==> config.mk <==
export PLATFORM = sky130hd
export DESIGN_NAME = lane_aligner
export DESIGN_NICKNAME = d
export VERILOG_FILES = /design/src/rtl/la_pkg.sv /design/src/rtl/la_store_lane.sv /design/src/rtl/la_load_extract.sv /design/src/rtl/la_shifter.sv /design/src/rtl/lane_aligner.sv
export SDC_FILE = /design/constraint.sdc
export NUM_CORES = 1
export LEC_CHECK = 0
export CORE_UTILIZATION = 45
export DETAILED_ROUTE_END_ITERATION = 8
export PLACE_DENSITY_LB_ADDON = 0.05
export SYNTH_ARGS = -nofsm -noshare
export SYNTH_HDL_FRONTEND = slang
export SYNTH_SLANG_ARGS = --single-unit
==> constraint.sdc <==
create_clock -name clk -period 0.8 [get_ports clk]
set_clock_uncertainty 0.05 [all_clocks]
set_input_delay 0.24 -clock clk [delete_from_list [all_inputs] [get_ports clk]]
set_output_delay 0.24 -clock clk [all_outputs]
set_load 0.005 [all_outputs]
==> src/rtl/la_pkg.sv <==
package la_pkg;

    typedef enum logic [1:0] {
        SZ_BYTE  = 2'b00,
        SZ_HALF  = 2'b01,
        SZ_WORD  = 2'b10,
        SZ_WORD2 = 2'b11
    } acc_size_e;

    typedef enum logic [1:0] {
        STEP_ONE  = 2'b00,
        STEP_TWO  = 2'b01,
        STEP_FOUR = 2'b10,
        STEP_NONE = 2'b11
    } step_e;

    function automatic logic is_word(input acc_size_e s);
        return (s == SZ_WORD) || (s == SZ_WORD2);
    endfunction

endpackage

==> src/rtl/la_store_lane.sv <==
module la_store_lane
    import la_pkg::*;
#(
    parameter int DATA_W = 32,
    localparam int LANES = DATA_W / 8,
    localparam int AW    = $clog2(LANES)
) (
    input  acc_size_e         size,
    input  logic [AW-1:0]     addr,
    input  logic [DATA_W-1:0] st_data,
    output logic [DATA_W-1:0] wdata,
    output logic [LANES-1:0]  be,
    output logic              misal
);

    localparam int HW = AW - 1;

    assign misal = (size == SZ_HALF) && addr[0];

    for (genvar k = 0; k < LANES; k++) begin : g_lane
        logic       hit;
        logic [7:0] src;

        always_comb begin
            unique case (size)
                SZ_BYTE: hit = (addr == AW'(k));
                SZ_HALF: hit = !addr[0] && (addr[AW-1:1] == HW'(k / 2));
                default: hit = 1'b1;
            endcase
        end

        always_comb begin
            unique case (size)
                SZ_BYTE: src = st_data[7:0];
                SZ_HALF: src = st_data[8*(k%2) +: 8];
                default: src = st_data[8*k +: 8];
            endcase
        end

        assign be[k]          = hit;
        assign wdata[8*k +: 8] = hit ? src : 8'h00;
    end

endmodule

==> src/rtl/la_load_extract.sv <==
module la_load_extract
    import la_pkg::*;
#(
    parameter int DATA_W = 32,
    localparam int LANES = DATA_W / 8,
    localparam int AW    = $clog2(LANES)
) (
    input  acc_size_e         size,
    input  logic [AW-1:0]     addr,
    input  logic              sign_ext,
    input  logic [DATA_W-1:0] ld_data,
    output logic [DATA_W-1:0] result
);

    logic [7:0]  byte_v;
    logic [15:0] half_v;

    assign byte_v = ld_data[{addr, 3'b000} +: 8];
    assign half_v = ld_data[{addr[AW-1:1], 4'b0000} +: 16];

    always_comb begin
        unique case (size)
            SZ_BYTE: result = {{(DATA_W-8){sign_ext & byte_v[7]}}, byte_v};
            SZ_HALF: begin
                if (addr[0]) begin
                    result = '0;
                end else begin
                    result = {{(DATA_W-16){sign_ext & half_v[15]}}, half_v};
                end
            end
            default: result = ld_data;
        endcase
    end

endmodule

==> src/rtl/la_shifter.sv <==
module la_shifter
    import la_pkg::*;
#(
    parameter int DATA_W = 32
) (
    input  logic [DATA_W-1:0] din,
    input  logic              dir_right,
    input  logic              rotate,
    input  step_e             step,
    output logic [DATA_W-1:0] dout
);

    logic [DATA_W-1:0] left_v;
    logic [DATA_W-1:0] right_v;
    logic [DATA_W-1:0] rot_v;

    always_comb begin
        unique case (step)
            STEP_ONE: begin
                left_v  = {din[DATA_W-2:0], 1'b0};
                right_v = {1'b0, din[DATA_W-1:1]};
                rot_v   = {din[0], din[DATA_W-1:1]};
            end
            STEP_TWO: begin
                left_v  = {din[DATA_W-3:0], 2'b00};
                right_v = {2'b00, din[DATA_W-1:2]};
                rot_v   = {din[1:0], din[DATA_W-1:2]};
            end
            STEP_FOUR: begin
                left_v  = {din[DATA_W-5:0], 4'h0};
                right_v = {4'h0, din[DATA_W-1:4]};
                rot_v   = {din[3:0], din[DATA_W-1:4]};
            end
            STEP_NONE: begin
                left_v  = din;
                right_v = din;
                rot_v   = din;
            end
        endcase
    end

    always_comb begin
        if (!dir_right) begin
            dout = left_v;
        end else if (rotate) begin
            dout = rot_v;
        end else begin
            dout = right_v;
        end
    end

endmodule

==> src/rtl/lane_aligner.sv <==
module lane_aligner
    import la_pkg::*;
#(
    parameter int DATA_W = 32
) (
    input  logic                            clk,
    input  logic                            rst_n,
    input  logic [1:0]                      acc_size,
    input  logic                            sign_ext,
    input  logic [$clog2(DATA_W/8)-1:0]     addr_lo,
    input  logic [DATA_W-1:0]               st_data,
    input  logic [DATA_W-1:0]               ld_data,
    input  logic [DATA_W-1:0]               sh_in,
    input  logic                            sh_dir,
    input  logic                            sh_rot,
    input  logic [1:0]                      sh_amt,
    output logic [DATA_W-1:0]               mem_wdata,
    output logic [DATA_W/8-1:0]             mem_be,
    output logic                            misaligned,
    output logic [DATA_W-1:0]               ld_result,
    output logic [DATA_W-1:0]               sh_result
);

    localparam int LANES = DATA_W / 8;

    acc_size_e         sz;
    step_e             stp;
    logic [DATA_W-1:0] wdata_d;
    logic [LANES-1:0]  be_d;
    logic              misal_d;
    logic [DATA_W-1:0] ld_d;
    logic [DATA_W-1:0] sh_d;

    assign sz  = acc_size_e'(acc_size);
    assign stp = step_e'(sh_amt);

    la_store_lane #(.DATA_W(DATA_W)) u_store (
        .size    (sz),
        .addr    (addr_lo),
        .st_data (st_data),
        .wdata   (wdata_d),
        .be      (be_d),
        .misal   (misal_d)
    );

    la_load_extract #(.DATA_W(DATA_W)) u_load (
        .size     (sz),
        .addr     (addr_lo),
        .sign_ext (sign_ext),
        .ld_data  (ld_data),
        .result   (ld_d)
    );

    la_shifter #(.DATA_W(DATA_W)) u_shift (
        .din       (sh_in),
        .dir_right (sh_dir),
        .rotate    (sh_rot),
        .step      (stp),
        .dout      (sh_d)
    );

    always_ff @(posedge clk or negedge rst_n) begin
        if (!rst_n) begin
            mem_wdata  <= '0;
            mem_be     <= '0;
            misaligned <= 1'b0;
            ld_result  <= '0;
            sh_result  <= '0;
        end else begin
            mem_wdata  <= wdata_d;
            mem_be     <= be_d;
            misaligned <= misal_d;
            ld_result  <= ld_d;
            sh_result  <= sh_d;
        end
    end


    byte_one_enable_chk: assert property (@(posedge clk) disable iff (!rst_n)
        (acc_size == 2'b00) |=> ($countones(mem_be) == 1));


    half_two_enable_chk: assert property (@(posedge clk) disable iff (!rst_n)
        (acc_size == 2'b01 && !addr_lo[0]) |=> ($countones(mem_be) == 2 && !misaligned));


    word_all_enable_chk: assert property (@(posedge clk) disable iff (!rst_n)
        acc_size[1] |=> (mem_be == '1 && mem_wdata == $past(st_data)));


    misaligned_quiet_chk: assert property (@(posedge clk) disable iff (!rst_n)
        (acc_size == 2'b01 && addr_lo[0]) |=> (misaligned && mem_be == '0 && ld_result == '0));


    byte_zero_ext_chk: assert property (@(posedge clk) disable iff (!rst_n)
        (acc_size == 2'b00 && !sign_ext) |=> (ld_result[DATA_W-1:8] == '0));


    left_zero_fill_chk: assert property (@(posedge clk) disable iff (!rst_n)
        (!sh_dir && sh_amt != 2'b11) |=> !sh_result[0]);


    rotate_keeps_ones_chk: assert property (@(posedge clk) disable iff (!rst_n)
        (sh_dir && sh_rot) |=> ($countones(sh_result) == $countones($past(sh_in))));


    word_load_latency_chk: assert property (@(posedge clk) disable iff (!rst_n)
        acc_size[1] |=> (ld_result == $past(ld_data)));

endmodule

==> impl_metrics.json <==
{
  "dr.pass1.iters": 5,
  "drt-total-wl_um": 24700,
  "rsz0062_at_grt": "true",
  "gr-max-usage-layer": "met2",
  "gp_congestion": 0.901,
  "die_x_um": 114,
  "portBuffers": 207,
  "ys_ff_latch": 101,
  "setup_viol": 183,
  "critPathMaxStageDelay_ns": 0.38,
  "dpl.hpwl_um": 14000,
  "fin_crit_sh_pct": 155,
  "fmax_ghz": 0.805,
  "ys_seq_area_share_pct": 45.2,
  "max-clock-path-buffers": 2,
  "overflow": 0,
  "yosysUniqueCellTypes": 50,
  "status": "finished with violations",
  "async_flop_share_pct": 100,
  "startpoint_type": "input port",
  "finalMaxSlewViolations": 0,
  "synth_nets": 723,
  "cts-root-buf": "clkbuf_16",
  "ir_drop_uv": 944,
  "ys.flop_type": "dfrtp_1",
  "final_common_cell": "buf_2",
  "p_leak_nw": 4.93,
  "path_clk_slew_ns": 0.07,
  "synthTopCellsByArea": "dfrtp_1, nand2_1, nor2_1",
  "max_cap_viol_count": 0,
  "num_antenna_cells": 0,
  "cts_num_sinks": 101,
  "vias": 6638,
  "min_period_ns": 1.24,
  "cp_max_fo": 7,
  "final_cell_area_um2": 10400,
  "postSynthAreaPerCell_um2": 9.09,
  "core_um2": 12100,
  "crit_type": "input port to register",
  "grt_pass1_wl_um": 34900,
  "wl_per_cell_um": 21.7,
  "path_cells": "buf_16 > buf_12 > buf_8 > nor2_4 > buf_6 > nor3_2 > a311oi_1 > a21oi_1",
  "yosys.area.top_type": "dfrtp_1",
  "setup_slack_ns": -0.443,
  "cts_buffers": 9,
  "crit_buf_inv": 4,
  "die_h_um": 114,
  "fin_cells": 1137,
  "powerDensity_nw_per_um2": 1450,
  "finalHoldViolations": 0,
  "area_delta_synth_final_pct": 85.7,
  "initial_utilization_pct": 46.4,
  "htree_levels": 3,
  "grt_pass1_vias": 6536,
  "failed_checks": "setup timing",
  "power_w": 0.0151,
  "yosys_warnings": 0,
  "placed_cell_area_um2": 8780,
  "vias_per_cell": 5.84,
  "dieArea_um2": 12900,
  "layout_common_cells": "buf_2, dfrtp_1, buf_4",
  "use_met1_pct": 41.2,
  "synth_cells": 616,
  "min_path_type": "input port to register",
  "synth-edff-count": 0,
  "layout-drive-gt1-share_pct": 54.8,
  "slowest_stage": "a311oi_1",
  "place_inst": 1057,
  "grt_usage_pct": 35.1,
  "cp_data_arrival_time_ns": 1.42,
  "ant_nets": 0,
  "drc": 0,
  "worstPathRequired_ns": 0.98,
  "grtUsageMet3_pct": 5.90,
  "met2_usage_pct": 61.6,
  "ios": 208,
  "max_slew_margin_pct": 71.2,
  "synth.top_cell.area_share_pct": 45.2,
  "hold-worst-slack_ns": 0.153,
  "cts_tree": "built",
  "drt_iter0_markers": 603,
  "syn_area_um2": 5600,
  "antenna_found_initial": 0,
  "path_delay_family": "buffers and inverters",
  "core.rowCount": 40,
  "end_kind": "register",
  "tightest_slew_ns": 0.432,
  "final_nets": 1071,
  "grt_max_degree": 26
}
==> state kept, by name (all words and copies together) (netlist names) <==
register,count
ld_result,32
mem_be,4
mem_wdata,32
misaligned,1
sh_result,32
==> per-stage QoR <==
step / setup slack (ns) / util, % / setup TNS [ns]
6_report: -0.443 / 86.2 / -50.32
5_1_grt: -0.503 / 86.2 / -54.49
3_3_place_gp: -1.13 / 72.8 / -118.52
4_1_cts: -0.394 / 82.4 / -48.46
3_5_place_dp: -1.16 / 72.8 / -120.98
2_1_floorplan: -0.514 / - / -31.84
==> synth_stat cells (13+ instances only) <==
| cell | n |
|---|---|
| nand2b_1 | 23 |
| nor3_1 | 20 |
| mux2i_1 | 13 |
| nand2_1 | 91 |
| a21oi_1 | 56 |
| mux4_2 | 13 |
| buf_2 | 15 |
| o21ai_0 | 17 |
| a31oi_1 | 15 |
| dfrtp_1 | 101 |
| nor2b_1 | 15 |
| clkbuf_1 | 14 |
| nor2_1 | 81 |
==> area by class of cell <==
class	count	area [um2]
inverter	10	47.5
multi-input combinational	463	3850
timing repair buffer	379	3460
sequential	101	2530
fill	599	1670
tap	168	210
clock buffer	10	229
clock inverter	6	62.6
==> report_power, final <==
part           internal (W)  switching (W)
registers           0.00555       0.000131
logic               0.00251        0.00239
clock network       0.00243        0.00206
total                0.0105        0.00458
==> cell families after synthesis <==
group                  share of synthesized area [%]
buffers and inverters                           5.50
AO/OA/AOI/OAI                                   17.7
AND/OR/NAND/NOR                                 23.9
XOR/XNOR                                       0.157
multiplexers                                    7.56
flip-flops                                      45.2
==> final timing paths <==
kind | from | endpoint | slack (ns) | cells after the start
max in group asynchronous | rst_n | sh_result[4] | 0.06 | 3
min in group asynchronous | rst_n | mem_wdata[2] | 0.23 | 2
setup / recovery | sh_amt[0] | sh_result[14] | -0.44 | 8
hold / removal | st_data[14] | mem_wdata[14] | 0.15 | 3
==> timing repair <==
item	4_1_cts	5_1_grt
cloned	14	1
buffers inserted	39	18
hold buffers	1	0
gates resized for setup	793	106
endpoints found under the setup margin	202	198
pin swaps	101	55
endpoints found under the hold margin	101	0
==> worst min-delay path, cell delays in order <==
cell and delay (ns):
dlymetal6s2s_1 0.14, nand2_1 0.09, a21oi_2 0.06
==> metal layers <==
metal,vias to the layer above,part of all wire (%)
met5,-,0
met2,416,51
met4,0,5.7
li1,2862,-
met1,3231,37
met3,129,6.9
(Power assumes the default switching activity.)
